===== src/rtl/alu8_pkg.sv =====
package alu8_pkg;

   typedef enum logic [2:0] {
      OP_ADD = 3'd0,
      OP_ADC = 3'd1,
      OP_SUB = 3'd2,
      OP_SBC = 3'd3,
      OP_AND = 3'd4,
      OP_XOR = 3'd5,
      OP_OR  = 3'd6,
      OP_CMP = 3'd7
   } alu_op_e;

   typedef struct packed {
      logic sign;
      logic zero;
      logic half;
      logic pv;
      logic sub;
      logic carry;
   } alu_flags_t;

   // Operations routed through the adder/subtractor
   function automatic logic op_is_arith(alu_op_e op);
      return (op == OP_CMP) || !op[2];
   endfunction

   // Operations that invert the second operand
   function automatic logic op_is_sub(alu_op_e op);
      return (op == OP_SUB) || (op == OP_SBC) || (op == OP_CMP);
   endfunction

   // Operations that consume the incoming carry
   function automatic logic op_uses_cin(alu_op_e op);
      return (op == OP_ADC) || (op == OP_SBC);
   endfunction

endpackage


===== src/rtl/alu8_addsub.sv =====
module alu8_addsub #(
   parameter int DATA_W   = 8,
   parameter int HALF_BIT = 4
) (
   input  logic [DATA_W-1:0] a_i,
   input  logic [DATA_W-1:0] b_i,
   input  logic              sub_i,
   input  logic              cin_i,
   output logic [DATA_W-1:0] sum_o,
   output logic              cout_o,
   output logic              half_o,
   output logic              ovf_o
);
   localparam int MID_W = DATA_W - 1 - HALF_BIT;

   logic [DATA_W-1:0] b_eff;
   logic              c_in0;
   logic [HALF_BIT:0] lo_sum;
   logic [MID_W:0]    mid_sum;
   logic [1:0]        top_sum;

   // Subtraction is addition of the inverted operand with the borrow inverted.
   assign b_eff = sub_i ? ~b_i : b_i;
   assign c_in0 = sub_i ? ~cin_i : cin_i;

   // Low segment ends at the half-carry tap.
   assign lo_sum  = {1'b0, a_i[HALF_BIT-1:0]} + {1'b0, b_eff[HALF_BIT-1:0]}
                  + {{HALF_BIT{1'b0}}, c_in0};
   // Middle segment stops below the sign bit, exposing the carry into it.
   assign mid_sum = {1'b0, a_i[DATA_W-2:HALF_BIT]} + {1'b0, b_eff[DATA_W-2:HALF_BIT]}
                  + {{MID_W{1'b0}}, lo_sum[HALF_BIT]};
   // Sign bit on its own.
   assign top_sum = {1'b0, a_i[DATA_W-1]} + {1'b0, b_eff[DATA_W-1]}
                  + {1'b0, mid_sum[MID_W]};

   assign sum_o  = {top_sum[0], mid_sum[MID_W-1:0], lo_sum[HALF_BIT-1:0]};
   assign cout_o = sub_i ^ top_sum[1];
   assign half_o = sub_i ^ lo_sum[HALF_BIT];
   assign ovf_o  = mid_sum[MID_W] ^ top_sum[1];

endmodule


===== src/rtl/alu8_bitwise.sv =====
module alu8_bitwise
   import alu8_pkg::*;
#(
   parameter int DATA_W = 8
) (
   input  alu_op_e           op_i,
   input  logic [DATA_W-1:0] a_i,
   input  logic [DATA_W-1:0] b_i,
   output logic [DATA_W-1:0] res_o,
   output logic              half_o
);
   always_comb begin
      res_o  = '0;
      half_o = 1'b0;
      unique case (op_i)
         OP_AND: begin
            res_o  = a_i & b_i;
            half_o = 1'b1;
         end
         OP_XOR: res_o = a_i ^ b_i;
         OP_OR:  res_o = a_i | b_i;
         default: begin
            res_o  = '0;
            half_o = 1'b0;
         end
      endcase
   end
endmodule


===== src/rtl/alu8_parity.sv =====
module alu8_parity #(
   parameter int DATA_W    = 8,
   parameter bit RIPPLE    = 1'b0
) (
   input  logic [DATA_W-1:0] d_i,
   output logic              even_o
);
   generate
      if (RIPPLE) begin : g_ripple
         logic [DATA_W:0] chain;
         assign chain[0] = 1'b1;
         for (genvar i = 0; i < DATA_W; i++) begin : g_stage
            assign chain[i+1] = chain[i] ^ d_i[i];
         end
         assign even_o = chain[DATA_W];
      end else begin : g_reduce
         assign even_o = ~(^d_i);
      end
   endgenerate
endmodule


===== src/rtl/alu8_acc.sv =====
module alu8_acc
   import alu8_pkg::*;
#(
   parameter int DATA_W     = 8,
   parameter int HALF_BIT   = 4,
   parameter bit PAR_RIPPLE = 1'b0
) (
   input  logic [2:0]        op_i,
   input  logic [DATA_W-1:0] acc_i,
   input  logic [DATA_W-1:0] opnd_i,
   input  logic              cy_i,
   output logic [DATA_W-1:0] res_o,
   output logic              acc_we_o,
   output logic              sign_o,
   output logic              zero_o,
   output logic              half_o,
   output logic              pv_o,
   output logic              sub_o,
   output logic              carry_o
);
   localparam int MSB = DATA_W - 1;

   generate
      if (DATA_W < 4) begin : g_bad_width
         $error("alu8_acc: DATA_W must be at least 4");
      end
      if (HALF_BIT < 1 || HALF_BIT > DATA_W - 2) begin : g_bad_half
         $error("alu8_acc: HALF_BIT must lie in 1..DATA_W-2");
      end
   endgenerate

   alu_op_e           op;
   logic              is_arith;
   logic              is_sub;
   logic              cin_sel;
   logic [DATA_W-1:0] as_sum;
   logic              as_cout;
   logic              as_half;
   logic              as_ovf;
   logic [DATA_W-1:0] bw_res;
   logic              bw_half;
   logic              bw_even;
   alu_flags_t        flags;

   assign op       = alu_op_e'(op_i);
   assign is_arith = op_is_arith(op);
   assign is_sub   = op_is_sub(op);
   assign cin_sel  = op_uses_cin(op) & cy_i;

   alu8_addsub #(.DATA_W(DATA_W), .HALF_BIT(HALF_BIT)) u_addsub (
      .a_i    (acc_i),
      .b_i    (opnd_i),
      .sub_i  (is_sub),
      .cin_i  (cin_sel),
      .sum_o  (as_sum),
      .cout_o (as_cout),
      .half_o (as_half),
      .ovf_o  (as_ovf)
   );

   alu8_bitwise #(.DATA_W(DATA_W)) u_bitwise (
      .op_i   (op),
      .a_i    (acc_i),
      .b_i    (opnd_i),
      .res_o  (bw_res),
      .half_o (bw_half)
   );

   alu8_parity #(.DATA_W(DATA_W), .RIPPLE(PAR_RIPPLE)) u_parity (
      .d_i    (bw_res),
      .even_o (bw_even)
   );

   always_comb begin
      if (is_arith) begin
         res_o       = as_sum;
         flags.half  = as_half;
         flags.pv    = as_ovf;
         flags.sub   = is_sub;
         flags.carry = as_cout;
      end else begin
         res_o       = bw_res;
         flags.half  = bw_half;
         flags.pv    = bw_even;
         flags.sub   = 1'b0;
         flags.carry = 1'b0;
      end
      flags.sign = res_o[MSB];
      flags.zero = ~|res_o;
   end

   assign acc_we_o = (op != OP_CMP);
   assign sign_o   = flags.sign;
   assign zero_o   = flags.zero;
   assign half_o   = flags.half;
   assign pv_o     = flags.pv;
   assign sub_o    = flags.sub;
   assign carry_o  = flags.carry;

endmodule


===== config.mk =====
export PLATFORM = sky130hd
export DESIGN_NAME = alu8_acc
export DESIGN_NICKNAME = d
export VERILOG_FILES = /design/src/rtl/alu8_pkg.sv /design/src/rtl/alu8_addsub.sv /design/src/rtl/alu8_bitwise.sv /design/src/rtl/alu8_parity.sv /design/src/rtl/alu8_acc.sv
export SDC_FILE = /design/constraint.sdc
export NUM_CORES = 1
export LEC_CHECK = 0
export BUFFER_PORTS_ARGS = -buffer_cell sky130_fd_sc_hd__clkbuf_2
export CAP_MARGIN = 20
export CORE_MARGIN = 1
export CORE_UTILIZATION = 45
export DETAILED_ROUTE_END_ITERATION = 10
export GPL_ROUTABILITY_DRIVEN = 1
export PLACE_DENSITY_LB_ADDON = 0.05
export SLEW_MARGIN = 25
export SYNTH_ARGS = -nofsm -noshare
export SYNTH_HDL_FRONTEND = slang
export SYNTH_HIERARCHICAL = 1
export SYNTH_SLANG_ARGS = --single-unit

===== constraint.sdc =====
create_clock -name vclk -period 5.4
set_clock_uncertainty 0.1 [all_clocks]
set_input_delay 0.54 -clock vclk [all_inputs]
set_output_delay 0.54 -clock vclk [all_outputs]
set_load 0.02 [all_outputs]

# Word-level counts from Yosys, hierarchy flattened
# Index checks and enable logic that the tools add are counted.
# W data, S select, Z words.
word_totals:
  ff_bits: 0
  in_bits: 20
classes:
  muxes: 6
  addsub: 6
  n_eq_ne: 8
  n_bitwise: 10
  n_reduce_logical: 8
op_table:
  columns: ["cell", "count"]
  rows:
  - ["$pmux W8 S3", 1]
  - ["$mux W8", 2]
  - ["$eq A3 B3 Y1 const B", 4]
  - ["$and A8 B8 Y8", 1]
  - ["$not A8 Y8", 1]
  - ["$or A8 B8 Y8", 1]
  - ["$reduce_or A8 Y1", 1]
  - ["$reduce_xor A8 Y1", 1]
  - ["$xor A8 B8 Y8", 1]
  - ["$eq A3 B2 Y1 const B", 2]
  - ["$add A4 B4 Y5", 1]
  - ["$add A5 B1 Y5", 1]
  - ["$add A3 B3 Y4", 1]
  - ["$add A4 B1 Y4", 1]
  - ["$logic_or A1 B1 Y1", 4]
  - ["$mux W4", 1]
  - ["$eq A3 B1 Y1 const B", 1]
  - ["$ne A3 B3 Y1 const B", 1]
  - ["$xor A1 B1 Y1", 3]
  - ["$add A1 B1 Y2", 1]
  - ["$add A2 B1 Y2", 1]
  - ["$logic_not A1 Y1", 2]
  - ["$mux W1", 2]
  - ["$not A1 Y1", 2]
  - ["$and A1 B1 Y1", 1]

# Longest topological paths before layout
# Gate-level depths: netlist (run 1).
logic_depth:
  depth_word: 11
  ltp_mapped: 17
  mapped_depth_nobuf: 16

# Hierarchy
# Netlist (run 1), hierarchy kept.
by_module_without_submodules:
  columns: ["mod", "cells_per_inst", "area_per_inst_um2", "instances", "seq_area_each_um2"]
  rows:
  - ["alu8_bitwise", 55, 464.2, 1, 0.0]
  - ["alu8_addsub", 39, 364.1, 1, 0.0]
  - ["alu8_acc", 27, 229.0, 1, 0.0]
  - ["alu8_parity", 7, 61.3, 1, 0.0]

# Worst setup path after synthesis (run 1)
# Ideal clock, no wire load.
synth_timing:
  path_kind: "input port to output port"
  start: "input port op_i[0]"
  end: "output port zero_o"
  n_path_buf: 1
  stages: 17
  t_required_ns: 4.760
  setup_slack_ns: 0.960
  arrival_ns: 3.800
  path_cell_list: "inv_1 > a21boi_0 > buf_4 > xnor2_1 > fa_1 > inv_1 > fa_1 > nand3_1 > nand2_1 > fa_1 > a21o_1 > a21oi_2 > fa_1 > inv_1 > nor4_1 > nand2_1 > o21ai_0"
synth_via:
  elab_chain_cells: 11
  word_cells_on_any_way: 25
synth_lines:
  columns: ["element", "line", "rtl"]
  rows:
  - ["from (decl)", "alu8_acc.sv:8", "input logic [2:0] op_i,"]
  - ["$eq A3 B2 Y1", "alu8_pkg.sv:30", "return (op == OP_SUB) || (op == OP_SBC) || (op == OP_CMP);"]
  - ["$logic_or A1 B1 Y1", "alu8_pkg.sv:30", null]
  - ["$logic_or A1 B1 Y1 (*)", "alu8_pkg.sv:30", null]
  - ["named net is_sub", "alu8_acc.sv:34", "logic is_sub;"]
  - ["$mux W8", "alu8_addsub.sv:23", "assign b_eff = sub_i ? ~b_i : b_i;"]
  - ["$add A4 B4 Y5", "alu8_addsub.sv:27", "assign lo_sum = {1'b0, a_i[HALF_BIT-1:0]} + {1'b0, b_eff[HALF_BIT-1:0]}"]
  - ["$add A5 B1 Y5", "alu8_addsub.sv:28", "+ {{HALF_BIT{1'b0}}, c_in0};"]
  - ["$add A4 B1 Y4", "alu8_addsub.sv:31", "+ {{MID_W{1'b0}}, lo_sum[HALF_BIT]};"]
  - ["$add A2 B1 Y2 (*)", "alu8_addsub.sv:34", "+ {1'b0, mid_sum[MID_W]};"]
  - ["named net as_sum[7]", "alu8_acc.sv:36", "logic [DATA_W-1:0] as_sum;"]
  - ["$mux W8 (*)", "alu8_acc.sv:75", "if (is_arith) begin"]
  - ["$reduce_or A8 Y1 (*)", "alu8_acc.sv:89", "flags.zero = ~|res_o;"]
  - ["$logic_not A1 Y1 (*)", "alu8_acc.sv:89", null]
  - ["to (decl)", "alu8_acc.sv:15", "output logic zero_o,"]
# Mark *: on every way through the listed nets, which the timed path passes. The rest lies on a longest branch.

# Worst setup path after layout (run 1)
layout_timing:
  start: "input port op_i[1]"
  end: "output port zero_o"
# Same word-level chain as after synthesis.

==> metrics.yaml, run 1 <==
layout:
  drive_gt1_share_pct: 33.3
  design_area_sq_um: 1310
  ff_latch_area_sq_um: 0
  seq_cell_count: 0
  area_growth_pct: 17.4
  num_antenna_cells: 0
  nets: 210
  clkbuf_count: 0
  final_core_util_pct: 57.7
grt:
  grt_pass1_wl_mm: 3.89
  antenna_found_initial: 0
  grt_max_degree: 16
  grt_pass1_vias: 887
  gr-total-overflow: 0
  grtUsageTotal_pct: 18.9
synthesis:
  synth_top_area_share_pct: 23.5
  synth_area_sq_um: 1120
  synth_top_family_by_area: "adder cells"
  synth-simple-area-share_pct: 8.17
  yosysMostFrequentCell: "inv_1"
  yosys.area_share.adder_pct: 32.4
  synth_compound_area_share_pct: 13.6
  synth_cell_types: 24
  synth.area.top_cells: "ha_1 (23%), mux2_2 (12%), fa_1 (8.9%)"
  synth-xor-area-share_pct: 17.2
  synth_cells: 128
  synthesis.nets: 174
  yosysSeqAreaShare_pct: 0
  yosysTopAreaCell: "ha_1"
  yosys-top-cells-count: "inv_1 (23), ha_1 (21), mux2_2 (12), xnor2_1 (11), xor2_1 (11)"
  avgSynthCellArea_sq_um: 8.74
  yosysWarnings: 6
  synthMuxAreaShare_pct: 17.4
floorplanning:
  rows: 17
  start_util_pct: 49.1
  die_h_um: 51.9
  core_sq_um: 2280
  fp.dieW_um: 51.9
  pin_count: 35
  dieArea_sq_um: 2690
sta:
  tightest_slew_ns: 0.587
  grt_setup_unrepaired: "no"
  fin_crit_sh_pct: 87.4
  hold_violations: 0
  max_freq_mhz: 212
  finalSetupTns_ns: 0
  period_needed_ns: 4.72
  setup_violations: 0
  whs_ns: 1.36
  slew_viol_final: 0
  slew_headroom_pct: 60.8
flow_run:
  cap_violations: 0
routing:
  num_vias: 975
  wl_mm: 2.43
  drt-pass1-iter-count: 3
  postRouteAntennaNets: 0
  drtIter0Drc: 4
  viasPerCell: 5.13
  drcViolationCount: 0
  avgRoutedWirePerCell_um: 12.8
worst_setup_path:
  crit_path_end_kind: "primary output"
  path_class: "in2out"
  arrival_ns: 4.08
  critPathLaunchType: "input pin"
  required_ns: 4.76
  path_max_fanout: 10
clocking:
  ctsResizeCount: 0
  ctsHoldBuffers: 0
  post-cts-setup-buffers: 0
run_status:
  outcome: "finished clean"
place:
  place_congestion: 0.836
  port_buffers: 35
  placed_area_sq_um: 1310
  detailed_place_hpwl_mm: 2.11
power_and_ir_drop:
  ir_drop_uv: 73.1
  finalPower_mw: 0.209
  powerDensity_nw_per_um2: 159
  p_leak_nw: 0.733
hold_path:
  min_path_type: "in2out"
-- cell type report --
type               count  area [sq um]
fillers              233           962
inverters             23          86.3
repair buffers        38           198
multi-input cells    101           995
well taps             28          35.0
-- worst paths after layout --
check  startpoint      to  slack (ns)  cells after the start
min       op_i[0]   sub_o        1.36                      4
max       op_i[1]  zero_o        0.68                     17
-- cell usage in the layout (no fill, tap or decap), drive strengths merged --
cell	synthesis	layout
nor4	4	4
nand3	3	3
nor2	2	2
o21ai	4	4
xor2	11	11
nand2	4	4
nand2b	2	2
a21o	1	1
clkbuf	0	35
buf	4	3
o32ai	6	6
xnor2	11	11
and2b	1	1
mux2i	6	6
a21boi	3	3
fa	5	5
mux2	12	12
inv	23	23
o211a	2	2
a21oi	3	3
ha	21	21
-- critical path: stages --
cell	delay, ns
clkbuf_2	0.22
a21boi_1	0.49
xnor2_1	0.21
fa_1	0.24
inv_1	0.06
fa_1	0.40
nand3_1	0.11
nand2_1	0.10
fa_1	0.41
a21o_1	0.21
a21oi_2	0.20
fa_1	0.19
inv_1	0.05
nor4_1	0.25
nand2_1	0.08
o21ai_0	0.15
clkbuf_2	0.19
-- where the power goes --
group          leakage (nW)  internal [mW]  total, mW  switching (mW)
Clock                     0              0          0               0
Combinational         0.733         0.0910      0.209           0.118
Sequential                0              0          0               0
Total                 0.733         0.0910      0.209           0.118
-- cell families after synthesis --
kind of cell	Yosys count
multiplexers	18
AND/OR/NAND/NOR	16
buffers and inverters	27
XOR/XNOR	22
adder cells (fa/ha/maj)	26
AO/OA/AOI/OAI	19
-- through the flow --
| stage | worst slack, ns | instances |
|---|---|---|
| global placement | 0.853 | 190 |
| finish | 0.680 | 190 |
| CTS | 0.660 | 190 |
| detailed placement | 0.653 | 190 |
| global route | 0.341 | 190 |
| floorplan | 0.960 | 128 |
-- per-layer routing --
metal / up-vias / global-route usage (%) / wire length [um]
met4: 0 / 0 / 0
met5: - / 0 / 0
met3: 0 / 0.585 / 68
met2: 19 / 34.8 / 1200
li1: 503 / - / -
met1: 453 / 25.5 / 1150
Note: power is estimated with default switching activity, not from simulation.
==> run 2: changes to the inputs <==
- BUFFER_PORTS_ARGS: -buffer_cell sky130_fd_sc_hd__clkbuf_2 -> unset
- DONT_BUFFER_PORTS: unset -> 1
==> run 2 against run 1 <==
Cell count down 19%. Worst hold slack got worse by 0.22 ns. Via count down 12%. Utilization fell by 8.0 points. Highest routed layer unchanged. Critical path depth is 1 higher. Setup slack improved by 0.32 ns. Routed wire length is 9.3% lower. Critical endpoint unchanged. First-iteration DRC count grew 130%.
==> metrics.yaml, run 2 (same netlist as run 1, synthesis figures left out) <==
run_status:
  outcome: "finished clean"
worst_setup_path:
  arrival_ns: 3.76  # -0.32 ns
  crit_path_end_kind: "primary output"
  path_class: "in2out"
  cp_slowest_cell: "fa_1"
  critPathLaunchType: "input pin"
  path_max_fanout: 16  # +6
  crit_top_cell: "fa_1"
  required_ns: 4.76  # about the same
  crit_chain: "inv_1 -> a21boi_1 -> buf_4 -> xnor2_1 -> fa_1 -> inv_1 -> fa_1 -> nand3_1 -> nand2_1 -> fa_1 -> a21o_1 -> a21oi_2 -> fa_1 -> inv_1 -> nor4_1 -> nand2_1 -> o21ai_0 -> buf_4"
  cpPeakStageDelay_ns: 0.42  # -0.07 ns
sta:
  fin_crit_sh_pct: 81.5  # -5.9 points
  hold_violations: 0  # unchanged
  finalSetupTns_ns: 0  # unchanged
  period_needed_ns: 4.40  # -0.317 ns
  tightest_slew_ns: 0.646  # +0.0596 ns
  grt_setup_unrepaired: "no"
  setup_violations: 0  # unchanged
  slew_viol_final: 0  # unchanged
  slew_headroom_pct: 56.5  # -4.2 points
  max_freq_mhz: 227  # +7.2%
routing:
  avgRoutedWirePerCell_um: 14.3  # +12%
  num_vias: 857  # -12%
  viasPerCell: 5.56  # +8.4%
  drt-pass1-iter-count: 4  # +1
  drcViolationCount: 0  # unchanged
  postRouteAntennaNets: 0  # unchanged
  wl_mm: 2.20  # -9.3%
  drtIter0Drc: 9  # +5
layout:
  drive_gt1_share_pct: 14.3  # -19 points
  num_antenna_cells: 0  # unchanged
  design_area_sq_um: 1130  # -14%
  seq_cell_count: 0  # unchanged
  nets: 174  # -17%
  layout_common_cells: "inv_1 (23), ha_1 (21), mux2_2 (12)"
  layout_commonest_cell: "inv_1"
  final_core_util_pct: 49.7  # -8.0 points
  ff_latch_area_sq_um: 0  # unchanged
  area_growth_pct: 1.12
  clkbuf_count: 0  # unchanged
grt:
  gr-total-overflow: 0  # unchanged
  grtUsageTotal_pct: 17.3  # -1.6 points
  grt_pass1_vias: 824  # -7.1%
  grt_max_degree: 17  # +1
  grt_pass1_wl_mm: 3.60  # -7.5%
  antenna_found_initial: 0  # unchanged
power_and_ir_drop:
  powerDensity_nw_per_um2: 152  # -4.8%
  finalPower_mw: 0.171  # -18%
  p_leak_nw: 0.582  # -21%
  ir_drop_uv: 63.1  # -14%
flow_run:
  cap_violations: 0  # unchanged
floorplanning:
  die_h_um: 51.9  # unchanged
  rows: 17  # unchanged
  fp.dieW_um: 51.9  # unchanged
  core_sq_um: 2280  # unchanged
  dieArea_sq_um: 2690  # unchanged
  start_util_pct: 49.1  # unchanged
  pin_count: 35  # unchanged
hold_path:
  min_path_type: "in2out"
place:
  place_congestion: 0.809  # -3.3%
  placed_area_sq_um: 1130  # -14%
  port_buffers: 0  # -100%
  detailed_place_hpwl_mm: 1.84  # -13%
clocking:
  post-cts-setup-buffers: 0  # unchanged
  ctsResizeCount: 0  # unchanged
  ctsHoldBuffers: 0  # unchanged
run 2: changes by cell type in the layout (fill, tap and decap cells not counted), sizes merged:
| cell | delta |
|---|---|
| clkbuf | -35 |
| buf | -1 |
run 2: layout make-up:
type | count | area (sq um)
timing repair buffer | 2 | 15.0
tap | 28 | 35.0
inverter | 23 | 86.3
multi-input combinational | 101 | 995
fill | 227 | 1140
run 2: critical path, delay by kind of cell:
family,cells,cell delay (ns)
fa+ha+maj,4,1.25
xor+xnor,1,0.18
buf+inv,5,0.56
compound gates,4,0.71
simple gates,4,0.53
run 2: through the flow:
step,worst slack [ns],cells,hold slack (ns)
4_1_cts,0.970,154,1.14
5_1_grt,0.698,154,1.17
3_3_place_gp,1.03,154,1.15
3_5_place_dp,0.987,154,1.14
2_1_floorplan,0.960,128,1.14
6_report,0.997,154,1.14
run 2: routing by layer:
layer  vias to the layer above  routed length, um  GRT usage (%)
li1                        430                  -              -
met3                         0                 89           1.17
met5                         -                  0              0
met4                         0                  0              0
met2                        17               1030           29.3
met1                       410               1080           25.2
run 2: final timing paths:
| kind | from | endpoint | slack, ns | cells after the start |
|---|---|---|---|---|
| setup / recovery | op_i[0] | zero_o | 1.0 | 18 |
| hold / removal | op_i[2] | acc_we_o | 1.14 | 1 |
run 2: where the power goes:
group          switching, mW  internal, mW
Combinational          0.101        0.0701
Sequential                 0             0
Clock                      0             0
==> run 3: changes to the inputs <==
- clock period: 5.4 -> 3.78 ns (I/O delays scaled with it)
==> run 3 against run 2 <==
Sequential cell count is the same. Setup slack lost 0.85 ns. Critical path type unchanged. Combinational power grew 65%. Largest power group unchanged. Via count grew 0.35%. Count of clock-buffer cells in the layout is the same. Critical endpoint unchanged. Critical path depth shrank 4. Utilization grew 4.8 points. Routed wire length grew 5.1%.
==> metrics.yaml, run 3 (same netlist as run 1, synthesis figures left out) <==
sta:
  finalSetupTns_ns: 0  # unchanged
  hold_violations: 0  # unchanged
  fin_crit_sh_pct: 96.0
  whs_ns: 0.817  # -0.325 ns
  slew_viol_final: 0  # unchanged
  period_needed_ns: 3.63
  max_freq_mhz: 275
  grt_setup_unrepaired: "no"
  tightest_slew_ns: 0.652  # +0.00567 ns
  setup_violations: 0  # unchanged
  slew_headroom_pct: 56.1  # -0.38 points
hold_path:
  holdPathStages: 1  # unchanged
  min_path_type: "in2out"
  hp-start: "op_i[2]"
  hold_end: "acc_we_o"
grt:
  grtUsageTotal_pct: 18.4  # +1.1 points
  grt_max_degree: 17  # unchanged
  antenna_found_initial: 0  # unchanged
  grt_pass1_vias: 884  # +7.3%
  gr-total-overflow: 0  # unchanged
  grt_pass1_wl_mm: 3.74  # +3.8%
routing:
  viasPerCell: 5.48  # -1.6%
  drt-pass1-iter-count: 3  # -1
  avgRoutedWirePerCell_um: 14.7  # +3.1%
  num_vias: 860  # +0.35%
  postRouteAntennaNets: 0  # unchanged
  wl_mm: 2.31  # +5.1%
  drcViolationCount: 0  # unchanged
  drtIter0Drc: 8  # -1
layout:
  num_antenna_cells: 0  # unchanged
  drive_gt1_share_pct: 27.9  # +14 points
  seq_cell_count: 0  # unchanged
  nets: 177  # +1.7%
  area_growth_pct: 10.9
  ff_latch_area_sq_um: 0  # unchanged
  clkbuf_count: 0  # unchanged
  layout_common_cells: "ha_1 (21), inv_1 (20), mux2_2 (11)"
  design_area_sq_um: 1240  # +9.6%
  layout_commonest_cell: "ha_1"
place:
  detailed_place_hpwl_mm: 1.94  # +5.5%
  place_congestion: 0.755  # -6.7%
  port_buffers: 0  # unchanged
  placed_area_sq_um: 1150  # +1.7%
floorplanning:
  pin_count: 35  # unchanged
  core_sq_um: 2280  # unchanged
  die_h_um: 51.9  # unchanged
  dieArea_sq_um: 2690  # unchanged
  start_util_pct: 49.1  # unchanged
  rows: 17  # unchanged
  fp.dieW_um: 51.9  # unchanged
power_and_ir_drop:
  p_leak_nw: 0.616  # +5.9%
  finalPower_mw: 0.282  # +65%
  ir_drop_uv: 140  # +120%
  powerDensity_nw_per_um2: 228  # +50%
worst_setup_path:
  required_ns: 3.30  # -1.46 ns
  crit_path_end_kind: "primary output"
  arrival_ns: 3.15  # -0.61 ns
  path_max_fanout: 16  # unchanged
  critPathLaunchType: "input pin"
  path_class: "in2out"
clocking:
  ctsHoldBuffers: 0  # unchanged
run_status:
  outcome: "finished clean"
flow_run:
  cap_violations: 0  # unchanged
[run 3: layer usage]
metal | part of all wire (%) | wire [um] | track usage, % | vias up
li1 | - | - | - | 438
met1 | 50 | 1150 | 26.1 | 400
met2 | 46 | 1070 | 32.1 | 22
met3 | 3.8 | 88 | 1.17 | 0
met4 | 0 | 0 | 0 | 0
met5 | 0 | 0 | 0 | -
[run 3: timing repair]
| item | in CTS | in global routing |
|---|---|---|
| pin swaps | 6 | 11 |
| endpoints found under the setup margin | 1 | 3 |
| gates resized for setup | 10 | 8 |
| setup buffers | 1 | 1 |
[run 3: area by class of cell]
cell class | count | area [sq um]
multi-input combinational | 101 | 1070
fill | 221 | 1040
inverter | 23 | 88.8
timing repair buffer | 5 | 41.3
tap | 28 | 35.0
[run 3: metrics by stage]
step / util [%] / setup slack, ns / instances
after global routing: 54.5 / 0.0188 / 157
after floorplan: - / 0.00411 / 128
after global placement: 50.5 / 0.0248 / 155
final: 54.5 / 0.150 / 157
after detailed placement: 50.5 / -0.0519 / 155
after CTS: 53.1 / 0.00385 / 156
[run 3: worst max path at each step]
| stage | start | to | slack [ns] | depth (start not counted) |
|---|---|---|---|---|
| 3_3_place_gp | op_i[0] | zero_o | 0.02 | 16 |
| 2_1_floorplan | op_i[0] | res_o[7] | 0.004 | 16 |
| 3_5_place_dp | op_i[0] | zero_o | -0.05 | 16 |
| 5_1_grt | op_i[0] | zero_o | 0.02 | 14 |
| 6_report | op_i[0] | zero_o | 0.15 | 14 |
| 4_1_cts | op_i[0] | zero_o | 0.004 | 16 |
[run 3: worst max-delay path, stage by stage]
cell	delay, ns
inv_4	0.02
a21boi_4	0.22
xnor2_2	0.16
fa_2	0.24
inv_2	0.04
fa_2	0.40
nand3_2	0.09
nand2_2	0.07
fa_2	0.41
fa_2	0.34
xor2_1	0.18
nor4_2	0.27
nand2_1	0.12
o21ai_4	0.22
[run 3: where the power goes]
part	leakage, nW	internal (mW)	total (mW)	switching [mW]
logic	0.616	0.122	0.282	0.160
registers	0	0	0	0
clock network	0	0	0	0
